==> src/rtl/rxq_pkg.sv <==
package rxq_pkg;

  // Source that an open read cycle is returning.
  typedef enum logic [1:0] {
    SRC_NONE  = 2'd0,
    SRC_REG   = 2'd1,
    SRC_FIFO  = 2'd2,
    SRC_EMPTY = 2'd3
  } rd_src_e;

endpackage

==> src/rtl/rxq_strobe_sync.sv <==
// Brings both host strobes into the clock domain and frames read cycles.
module rxq_strobe_sync #(
  parameter int SYNC_STAGES = 2
) (
  input  logic clk,
  input  logic rst_n,
  input  logic cs_n,
  input  logic rd_n,
  output logic act,
  output logic start,
  output logic stop
);

  localparam int MSB = SYNC_STAGES - 1;

  logic [MSB:0] cs_pipe_q, cs_pipe_d;
  logic [MSB:0] rd_pipe_q, rd_pipe_d;
  logic         act_q, act_d;

  generate
    if (SYNC_STAGES > 1) begin : g_multi
      always_comb begin
        cs_pipe_d = {cs_pipe_q[MSB-1:0], cs_n};
        rd_pipe_d = {rd_pipe_q[MSB-1:0], rd_n};
      end
    end else begin : g_single
      always_comb begin
        cs_pipe_d = cs_n;
        rd_pipe_d = rd_n;
      end
    end
  endgenerate

  always_comb begin
    act   = ~cs_pipe_q[MSB] & ~rd_pipe_q[MSB];
    act_d = act;
    start = act & ~act_q;
    stop  = ~act & act_q;
  end

  always_ff @(posedge clk or negedge rst_n) begin
    if (!rst_n) begin
      cs_pipe_q <= '1;
      rd_pipe_q <= '1;
      act_q     <= 1'b0;
    end else begin
      cs_pipe_q <= cs_pipe_d;
      rd_pipe_q <= rd_pipe_d;
      act_q     <= act_d;
    end
  end

endmodule

==> src/rtl/rxq_fifo.sv <==
// Receive data FIFO: push from the receive side, pop from the host port.
module rxq_fifo #(
  parameter int DATA_W = 32,
  parameter int DEPTH  = 8
) (
  input  logic              clk,
  input  logic              rst_n,
  input  logic              push,
  input  logic [DATA_W-1:0] push_data,
  input  logic              pop,
  output logic [DATA_W-1:0] head,
  output logic              empty,
  output logic              full
);

  localparam int PTR_W = (DEPTH > 1) ? $clog2(DEPTH) : 1;
  localparam int CNT_W = $clog2(DEPTH + 1);
  localparam logic [PTR_W-1:0] LAST = PTR_W'(DEPTH - 1);
  localparam logic [CNT_W-1:0] FULL_CNT = CNT_W'(DEPTH);

  logic [DATA_W-1:0] mem [DEPTH];
  logic [PTR_W-1:0]  wr_ptr_q, wr_ptr_d;
  logic [PTR_W-1:0]  rd_ptr_q, rd_ptr_d;
  logic [CNT_W-1:0]  cnt_q, cnt_d;
  logic              push_ok, pop_ok;

  always_comb begin
    empty   = (cnt_q == '0);
    full    = (cnt_q == FULL_CNT);
    push_ok = push & ~full;
    pop_ok  = pop & ~empty;
    head    = mem[rd_ptr_q];

    wr_ptr_d = wr_ptr_q;
    rd_ptr_d = rd_ptr_q;
    cnt_d    = cnt_q;
    if (push_ok) wr_ptr_d = (wr_ptr_q == LAST) ? '0 : wr_ptr_q + 1'b1;
    if (pop_ok)  rd_ptr_d = (rd_ptr_q == LAST) ? '0 : rd_ptr_q + 1'b1;
    case ({push_ok, pop_ok})
      2'b10:   cnt_d = cnt_q + 1'b1;
      2'b01:   cnt_d = cnt_q - 1'b1;
      default: cnt_d = cnt_q;
    endcase
  end

  // Storage: one clock-enabled register row per entry.
  generate
    for (genvar i = 0; i < DEPTH; i++) begin : g_row
      always_ff @(posedge clk) begin
        if (push_ok && (wr_ptr_q == PTR_W'(i))) begin
          mem[i] <= push_data;
        end
      end
    end
  endgenerate

  always_ff @(posedge clk or negedge rst_n) begin
    if (!rst_n) begin
      wr_ptr_q <= '0;
      rd_ptr_q <= '0;
      cnt_q    <= '0;
    end else begin
      if (push_ok) wr_ptr_q <= wr_ptr_d;
      if (pop_ok)  rd_ptr_q <= rd_ptr_d;
      if (push_ok ^ pop_ok) cnt_q <= cnt_d;
    end
  end

endmodule

==> src/rtl/rxq_read_ctrl.sv <==
// Per-cycle source selection, data capture, pad enables and pop control.
module rxq_read_ctrl
  import rxq_pkg::*;
#(
  parameter int          DATA_W  = 32,
  parameter int          ADDR_W  = 7,
  parameter logic [15:0] REG_TAG = 16'hA5C3
) (
  input  logic              clk,
  input  logic              rst_n,
  input  logic              act,
  input  logic              start,
  input  logic              stop,
  input  logic              fifo_sel,
  input  logic [ADDR_W-1:0] addr,
  input  logic              bus16,
  input  logic [DATA_W-1:0] head,
  input  logic              empty,
  output logic              pop,
  output logic [DATA_W-1:0] dout,
  output logic [1:0]        doe,
  output logic              underflow
);

  localparam int HALF_W = DATA_W / 2;
  localparam int PAD_W  = DATA_W - 16 - ADDR_W;

  function automatic logic [DATA_W-1:0] reg_word(input logic [ADDR_W-1:0] a);
    return {REG_TAG, {PAD_W{1'b0}}, a};
  endfunction

  logic              cyc_q, cyc_d;
  logic              b16_q, b16_d;
  logic              arm_q, arm_d;
  rd_src_e           src_q, src_d;
  logic [DATA_W-1:0] word_q, word_d;
  logic              uflow_q, uflow_d;
  logic              cyc_en;
  logic [DATA_W-1:0] fifo_word, reg_w;

  always_comb begin
    // Half select: bus address bit 1 is host_addr[0].
    if (bus16) begin
      fifo_word = addr[0] ? {{HALF_W{1'b0}}, head[DATA_W-1:HALF_W]}
                          : {{HALF_W{1'b0}}, head[HALF_W-1:0]};
    end else begin
      fifo_word = head;
    end
    reg_w = reg_word(addr);
    if (bus16) reg_w[DATA_W-1:HALF_W] = '0;
  end

  always_comb begin
    cyc_d   = cyc_q;
    b16_d   = b16_q;
    arm_d   = arm_q;
    src_d   = src_q;
    word_d  = word_q;
    uflow_d = uflow_q;
    cyc_en  = start | stop;
    if (start) begin
      cyc_d = 1'b1;
      b16_d = bus16;
      arm_d = 1'b0;
      if (!fifo_sel) begin
        src_d  = SRC_REG;
        word_d = reg_w;
      end else if (empty) begin
        src_d   = SRC_EMPTY;
        word_d  = '0;
        uflow_d = 1'b1;
      end else begin
        src_d  = SRC_FIFO;
        word_d = fifo_word;
        arm_d  = ~bus16 | addr[0];
      end
    end else if (stop) begin
      cyc_d = 1'b0;
      arm_d = 1'b0;
      src_d = SRC_NONE;
    end
  end

  always_comb begin
    pop       = stop & cyc_q & arm_q & (src_q == SRC_FIFO);
    doe[0]    = cyc_q & act;
    doe[1]    = cyc_q & act & ~b16_q;
    dout      = word_q;
    underflow = uflow_q;
  end

  always_ff @(posedge clk or negedge rst_n) begin
    if (!rst_n) begin
      cyc_q   <= 1'b0;
      b16_q   <= 1'b0;
      arm_q   <= 1'b0;
      src_q   <= SRC_NONE;
      word_q  <= '0;
      uflow_q <= 1'b0;
    end else begin
      if (cyc_en) begin
        cyc_q <= cyc_d;
        b16_q <= b16_d;
        arm_q <= arm_d;
        src_q <= src_d;
      end
      if (start) word_q <= word_d;
      if (start) uflow_q <= uflow_d;
    end
  end

endmodule

==> src/rtl/rxq_burst_port.sv <==
// Host-facing receive FIFO burst read port.
module rxq_burst_port #(
  parameter int          DATA_W      = 32,
  parameter int          ADDR_W      = 7,
  parameter int          FIFO_DEPTH  = 8,
  parameter int          SYNC_STAGES = 2,
  parameter logic [15:0] REG_TAG     = 16'hA5C3
) (
  input  logic              clk,
  input  logic              rst_n,
  input  logic              host_cs_n,
  input  logic              host_rd_n,
  input  logic [ADDR_W-1:0] host_addr,
  input  logic              host_fifo_sel,
  input  logic              host_bus16,
  output logic [DATA_W-1:0] host_dout,
  output logic [1:0]        host_doe,
  input  logic              rxq_push,
  input  logic [DATA_W-1:0] rxq_push_data,
  output logic              rxq_full,
  output logic              rxq_underflow
);

  logic [1:0]        rst_pipe_q;
  logic              rst_int_n;
  logic              act_s, cyc_start, cyc_stop;
  logic              fifo_pop, fifo_empty;
  logic [DATA_W-1:0] fifo_head;

  // Asynchronous assertion, synchronous release.
  always_ff @(posedge clk or negedge rst_n) begin
    if (!rst_n) rst_pipe_q <= 2'b00;
    else        rst_pipe_q <= {rst_pipe_q[0], 1'b1};
  end
  assign rst_int_n = rst_pipe_q[1];

  rxq_strobe_sync #(.SYNC_STAGES(SYNC_STAGES)) u_sync (
    .clk   (clk),
    .rst_n (rst_int_n),
    .cs_n  (host_cs_n),
    .rd_n  (host_rd_n),
    .act   (act_s),
    .start (cyc_start),
    .stop  (cyc_stop)
  );

  rxq_fifo #(.DATA_W(DATA_W), .DEPTH(FIFO_DEPTH)) u_fifo (
    .clk       (clk),
    .rst_n     (rst_int_n),
    .push      (rxq_push),
    .push_data (rxq_push_data),
    .pop       (fifo_pop),
    .head      (fifo_head),
    .empty     (fifo_empty),
    .full      (rxq_full)
  );

  rxq_read_ctrl #(.DATA_W(DATA_W), .ADDR_W(ADDR_W), .REG_TAG(REG_TAG)) u_ctrl (
    .clk       (clk),
    .rst_n     (rst_int_n),
    .act       (act_s),
    .start     (cyc_start),
    .stop      (cyc_stop),
    .fifo_sel  (host_fifo_sel),
    .addr      (host_addr),
    .bus16     (host_bus16),
    .head      (fifo_head),
    .empty     (fifo_empty),
    .pop       (fifo_pop),
    .dout      (host_dout),
    .doe       (host_doe),
    .underflow (rxq_underflow)
  );

endmodule

==> config.mk <==
export PLATFORM = sky130hd
export DESIGN_NAME = rxq_burst_port
export DESIGN_NICKNAME = d
export VERILOG_FILES = /design/src/rtl/rxq_pkg.sv /design/src/rtl/rxq_strobe_sync.sv /design/src/rtl/rxq_fifo.sv /design/src/rtl/rxq_read_ctrl.sv /design/src/rtl/rxq_burst_port.sv
export SDC_FILE = /design/constraint.sdc
export NUM_CORES = 1
export LEC_CHECK = 0
export ABC_AREA = 0
export BUFFER_PORTS_ARGS = -buffer_cell sky130_fd_sc_hd__buf_4
export CAP_MARGIN = 10
export CORE_MARGIN = 4
export CORE_UTILIZATION = 55
export DETAILED_ROUTE_END_ITERATION = 7
export PLACE_DENSITY = 0.77
export SLEW_MARGIN = 40
export SYNTH_ARGS = -nofsm -noshare
export SYNTH_HDL_FRONTEND = slang
export SYNTH_HIERARCHICAL = 1
export SYNTH_SLANG_ARGS = --single-unit
export TNS_END_PERCENT = 10
==> constraint.sdc <==
create_clock -name clk -period 3.5 [get_ports clk]
set_input_delay 0 -clock clk [delete_from_list [all_inputs] [get_ports clk]]
set_output_delay 0 -clock clk [all_outputs]
set_load 0.005 [all_outputs]
==> results of run 1 <==
-- layer usage --
metal  share of wire  routed length [um]
met1            0.40               10600
met5               0                   0
met2            0.51               13400
met3           0.068                1790
met4           0.015                 403
-- flip-flops by register name, indices dropped and copies added, names as in the netlist --
register	cells
u_fifo/rd_ptr_q	3
u_ctrl/dout	32
u_sync/rd_pipe_q	2
u_ctrl/cyc_q	1
u_fifo/mem	256
u_sync/act_q	1
u_ctrl/arm_q	1
u_fifo/cnt_q	4
u_ctrl/b16_q	1
u_fifo/wr_ptr_q	3
u_ctrl/underflow	1
u_sync/cs_pipe_q	2
u_ctrl/src_q	2
rst_pipe_q	2
-- report_power, final --
group | switching (mW) | internal, mW
sequential | 0.262 | 4.62
clock | 1.29 | 1.68
combinational | 0.840 | 0.743
-- critical path, cell delays in order (launching register included) --
cell and delay (ps):
dfrtp_1 450, o41ai_2 620, inv_1 100, ha_1 310, ha_1 390, or4b_2 700, o311ai_0 140, o211ai_1 130
-- cell usage after synthesis, types with 2 or more instances --
cell type  count
a21boi_1       2
mux2_2        36
buf_6          6
mux2_1         2
and3_1         6
nor3b_1        3
clkbuf_1      11
o22ai_1        7
buf_1          4
ha_1          11
nor2_1        11
inv_1         11
mux4_2        64
o21ai_1        3
mux2i_1       17
edfxtp_1     256
buf_2          8
a22o_1         8
o2bb2ai_1     17
nand3_1        2
inv_2          2
a21oi_1       17
o21ai_0        2
dfrtp_1       51
nor2b_1        2
nor3_1         2
and2_1         4
nand2b_1       2
nand2_1        4
dfstp_2        4
-- logic make-up after synthesis --
| logic type | share of synthesized area |
|---|---|
| compound gates | 0.0373 |
| simple gates | 0.0209 |
| fa+ha+maj | 0.0129 |
| flops | 0.743 |
| other cells | 0.000307 |
| mux | 0.167 |
| buf+inv | 0.0174 |
| xor+xnor | 0.00143 |
-- through the flow --
stage | hold WS, ps | worst slack [ps]
floorplan | -296 | 844
global placement | -218 | 730
detailed placement | -216 | 600
CTS | 28.6 | 544
global route | 72.5 | 365
finish | 52.2 | 524
-- worst max path at each step --
| stage | startpoint | to | slack (ps) | cells after the start |
|---|---|---|---|---|
| final | u_fifo/cnt_q[1] | u_fifo/cnt_q[3] | 520 | 7 |
| after global routing | u_fifo/cnt_q[1] | u_fifo/cnt_q[3] | 360 | 7 |
| after CTS | u_fifo/cnt_q[1] | u_fifo/cnt_q[3] | 540 | 7 |
| after detailed placement | u_sync/rd_pipe_q[1] | u_fifo/cnt_q[3] | 600 | 10 |
| after global placement | u_sync/rd_pipe_q[1] | u_fifo/cnt_q[3] | 730 | 10 |
| after floorplan | u_fifo/cnt_q[0] | u_fifo/cnt_q[3] | 840 | 8 |
-- cell type report --
class	count	area, sq um	share of cell area
clock inverter	12	77.6	0.00534
antenna	1	2.50	0.000172
multi-input combinational	240	2930	0.202
tap	280	350	0.0241
timing repair buffer	146	1230	0.0849
clock buffer	40	810	0.0557
sequential	311	9080	0.625
inverter	13	48.8	0.00336
==> results.yml, run 1 <==
run_status:
  outcome: "completed"
global_route:
  overflow: 0
  grt_antenna_before_repair: 0
  grt_max_degree: 36
  busiest_layer: "met2"
  track_usage: 0.216
  met2_usage: 0.365
  grt_first_pass_wirelength_um: 39900
  use_met3: 0.0357
  grt_pass1_vias: 6673
  use_met1: 0.300
power_and_ir_drop:
  finalPower_mw: 9.43
  cellPowerDensity_mw_per_mm2: 649
  p_leak_nw: 5.15
  vdd_drop_max_uv: 390
cts:
  cts_buffer_depth: 3
  cts-htree-levels: 1
  cts_resized: 0
  post_cts_buffers: 0
  cts.sinks: 311
  hold_buffers: 45
  clk-insertion-delay-late_ps: 540
  cts_tree: "done"
  root_buffer: "clkbuf_16"
  cts_buffers: 30
  path_clk_slew_ps: 60
final_layout:
  nFillCells: 1368
  syn2layout_area_growth_pct: 19.0
  final_common_cell: "edfxtp_1"
  stdcell_count: 1043
  post-route-util: 0.666
  stdcell_area_sq_mm: 0.0145
  layout-drive-gt1-share: 0.329
  most-common-layout-cells: "256 x edfxtp_1, 99 x buf_4, 64 x mux4_2"
  final_nets: 800
detailed_routing:
  routed_wl_um: 26300
  viasPerCell: 6.03
  drtPass1Iterations: 5
  dr.first_iter.drc_count: 508
  wl_per_cell_um: 25.2
  via_count: 6291
  drc: 0
  ant_nets: 0
floorplan:
  dieHeight_um: 157
  ioPinCount: 82
  rows: 54
  dieWidth_um: 157
  core_area_sq_mm: 0.0218
  start_util: 0.560
  dieArea_sq_mm: 0.0246
synthesis:
  syn_area_per_cell_sq_um: 20.6
  synth_seq_cells: 311
  ys_seq_area_frac: 0.743
  async_flop_share: 0.177
  netlist_area_sq_mm: 0.0122
  synth_cell_types: 48
  syn_inst: 593
  synthesis.nets: 651
  yosys.area.top_type: "edfxtp_1"
  yosys_warnings: 6
  ys.flop_type: "edfxtp_1"
  synth_edf_count: 256
  synth_top_area_share: 0.630
  yosys-top-cells-area: "edfxtp_1 63%, mux4_2 12%, dfrtp_1 10%"
worst_hold_path:
  min_from: "rxq_push"
  hold_path.class: "in2reg"
  min_delay_path_depth: 4
  min_to: "u_fifo/wr_ptr_q[0]"
place:
  place_congestion: 0.763
  placed_area_sq_mm: 0.0132
  hpwl_um: 15000
  port_buffers: 81
  post-place-cells: 945
timing:
  min_period_over_period: 0.850
  period_needed_ps: 2980
  setup_violations: 0
  slew_headroom: 0.530
  grt_setup_unrepaired: "no"
  slew_viol_final: 0
  fin_setup_tns_ps: 0
  fin_worst_skew_ps: 8.23
  worst_pin_slew_ps: 706
  hold_viol_final: 0
  fmax_ghz: 0.336
job:
  maxCapViolations: 0
worst_setup_path:
  worstReg2RegEnd: "u_fifo/cnt_q[3]"
  r2r-start: "u_fifo/cnt_q[1]"
  rr_worst_depth: 7
  critPathKind: "reg2reg"
  arrival_ps: 3390
  r2r_slack_ps: 520
  path_max_fanout: 9
  cp-start-kind: "register"
  endpoint_kind: "register"
  required_ps: 3920
No activity file was read; power rests on OpenSTA's default activity.
==> run 2: changes to the inputs <==
Settings changed: CORE_UTILIZATION 55 to 35, PLACE_DENSITY 0.77 to 0.56.
Clock period 3.5 ns to 2.6 ns, I/O delays scaled along.
==> run 2 against run 1 <==
Compared with the run above: maximum frequency is 22% higher; clock power rose by 64%; first-iteration DRC count down 17%; worst setup slack worse by 370 ps; core utilization fell by 22 points; wire length up 7.3%; register-to-register slack worse by 370 ps; global-route usage shrank 6.7 points; critical path depth is 3 higher; sequential cell count unchanged; clock-buffer cell count is 12 higher.
==> results.yml, run 2 (synthesized netlist as in run 1, its figures left out) <==
worst_setup_path:
  critPathSlowestCell: "or4b_4"
  worstReg2RegEnd: "u_fifo/cnt_q[3]"
  cpLargestDelayFamily: "simple AND/OR/NAND/NOR gates"
  endpoint: "u_fifo/cnt_q[3]"
  crit_buf_inv: 1
  path_max_fanout: 3
  r2r_slack_ps: 160
  required_ps: 2970
  arrival_ps: 2810
  startpoint: "u_sync/cs_pipe_q[1]"
  critPathKind: "reg2reg"
  cp-start-kind: "register"
  cp.depth: 10
  rr_worst_depth: 10
  r2r-start: "u_sync/cs_pipe_q[1]"
  slowest_delay_ps: 560
  cp_cell_sequence: "o21a_1, nand4b_1, nor2_2, o41ai_4, inv_1, ha_4, ha_1, or4b_4, o311ai_2, o211ai_1"
  endpoint_kind: "register"
timing:
  period_needed_ps: 2440
  whs_ps: 25.2
  fin_worst_skew_ps: 18.1
  slew_viol_final: 0
  setup_ws_ps: 157
  fin_setup_tns_ps: 0
  worst_pin_slew_ps: 721
  fmax_ghz: 0.409
  slew_headroom: 0.519
  setup_violations: 0
  hold_viol_final: 0
  min_period_over_period: 0.940
power_and_ir_drop:
  finalPower_mw: 13.7
  p_leak_nw: 5.37
  vdd_drop_max_uv: 422
  cellPowerDensity_mw_per_mm2: 900
final_layout:
  n_antenna_cell: 0
  final_nets: 813
  post-route-util: 0.443
  stdcell_area_sq_mm: 0.0153
  stdcell_count: 1236
  final_common_cell: "edfxtp_1"
  largest_reg_flops: 256
  syn2layout_area_growth_pct: 25.1
  largest-register: "u_fifo/mem"
  most-common-layout-cells: "256 x edfxtp_1, 96 x buf_4, 64 x mux4_2"
  layout-drive-gt1-share: 0.356
detailed_routing:
  viasPerCell: 5.06
  ant_nets: 0
  dr.first_iter.drc_count: 420
  via_count: 6250
  drtPass1Iterations: 5
  routed_wl_um: 28200
  drc: 0
  wl_per_cell_um: 22.8
cts:
  path_clk_slew_ps: 50
  cts-htree-levels: 2
  cts_buffers: 35
  clk-insertion-delay-late_ps: 500
  cts_tree: "done"
  cts_buffer_depth: 3
  root_buffer: "clkbuf_16"
  cts.sinks: 311
  post_cts_buffers: 0
floorplan:
  dieWidth_um: 195
  dieHeight_um: 195
  start_util: 0.354
  rows: 68
  core_area_sq_mm: 0.0345
  dieArea_sq_mm: 0.0379
  ioPinCount: 82
global_route:
  grt_antenna_before_repair: 2
  grt_pass1_vias: 6776
  grt_max_degree: 39
  overflow: 0
  track_usage: 0.149
  grt_first_pass_wirelength_um: 42900
place:
  port_buffers: 81
  place_congestion: 0.691
  hpwl_um: 16900
  place_ws_ps: 36.7
  placed_area_sq_mm: 0.0136
  post-place-cells: 1128
run_status:
  outcome: "completed"
worst_hold_path:
  hold_path.class: "in2reg"
job:
  maxCapViolations: 0
==> run 2: changes by cell type in the layout (fill, tap and decap cells not counted), moves of 2 or more <==
cell	change
buf_12	+11
clkbuf_16	+6
clkbuf_8	+5
clkinv_1	-4
buf_4	-3
bufinv_16	+2
clkinv_4	+2
ha_1	-2
ha_4	+2
==> run 2: what timing repair did <==
action	in CTS	in global routing
endpoints found under the hold margin	279	0
resized for setup	0	5
hold buffers	45	0
setup endpoints to repair	0	1
==> run 2: worst reg2reg max path: stages (launching register included) <==
cell and delay, ps:
dfstp_2 540, o21a_1 140, nand4b_1 100, nor2_2 170
o41ai_4 100, inv_1 100, ha_4 130, ha_1 240
or4b_4 560, o311ai_2 100, o211ai_1 130
==> run 2: per-layer routing <==
| metal | global-route usage | part of all wire | up-vias | routed length (um) |
|---|---|---|---|---|
| met1 | 0.198 | 0.42 | 3267 | 11800 |
| met2 | 0.254 | 0.50 | 178 | 14100 |
| met5 | 0 | 0.00096 | - | 27 |
| met4 | 0.0352 | 0.020 | 4 | 571 |
| met3 | 0.0295 | 0.057 | 46 | 1620 |
| li1 | - | - | 2755 | - |
==> run 2: worst min path at each step <==
stage	depth (start not counted)	startpoint	slack (ps)	to
detailed placement	1	rst_n	-210	rst_pipe_q[0]
CTS	4	rxq_push	2	u_fifo/wr_ptr_q[2]
finish	4	rxq_push	30	u_fifo/wr_ptr_q[2]
global placement	1	rst_n	-210	rst_pipe_q[0]
floorplan	0	rst_n	-300	rst_pipe_q[0]
global route	4	rxq_push	40	u_fifo/wr_ptr_q[2]
==> run 2: power breakdown <==
part / internal, mW / switching, mW / leakage, nW
registers: 6.22 / 0.331 / 3.01
clock network: 3.04 / 1.84 / 0.568
logic: 1.12 / 1.20 / 1.79
total: 10.4 / 3.37 / 5.37
==> run 2: final cells by class <==
class	count	area [sq um]
Fill cell	2954	19200
Sequential cell	311	9080
Multi-Input combinational cell	240	2980
Timing Repair Buffer	154	1430
Clock buffer	52	1030
Tap cell	455	569
Clock inverter	11	133
Inverter	13	48.8
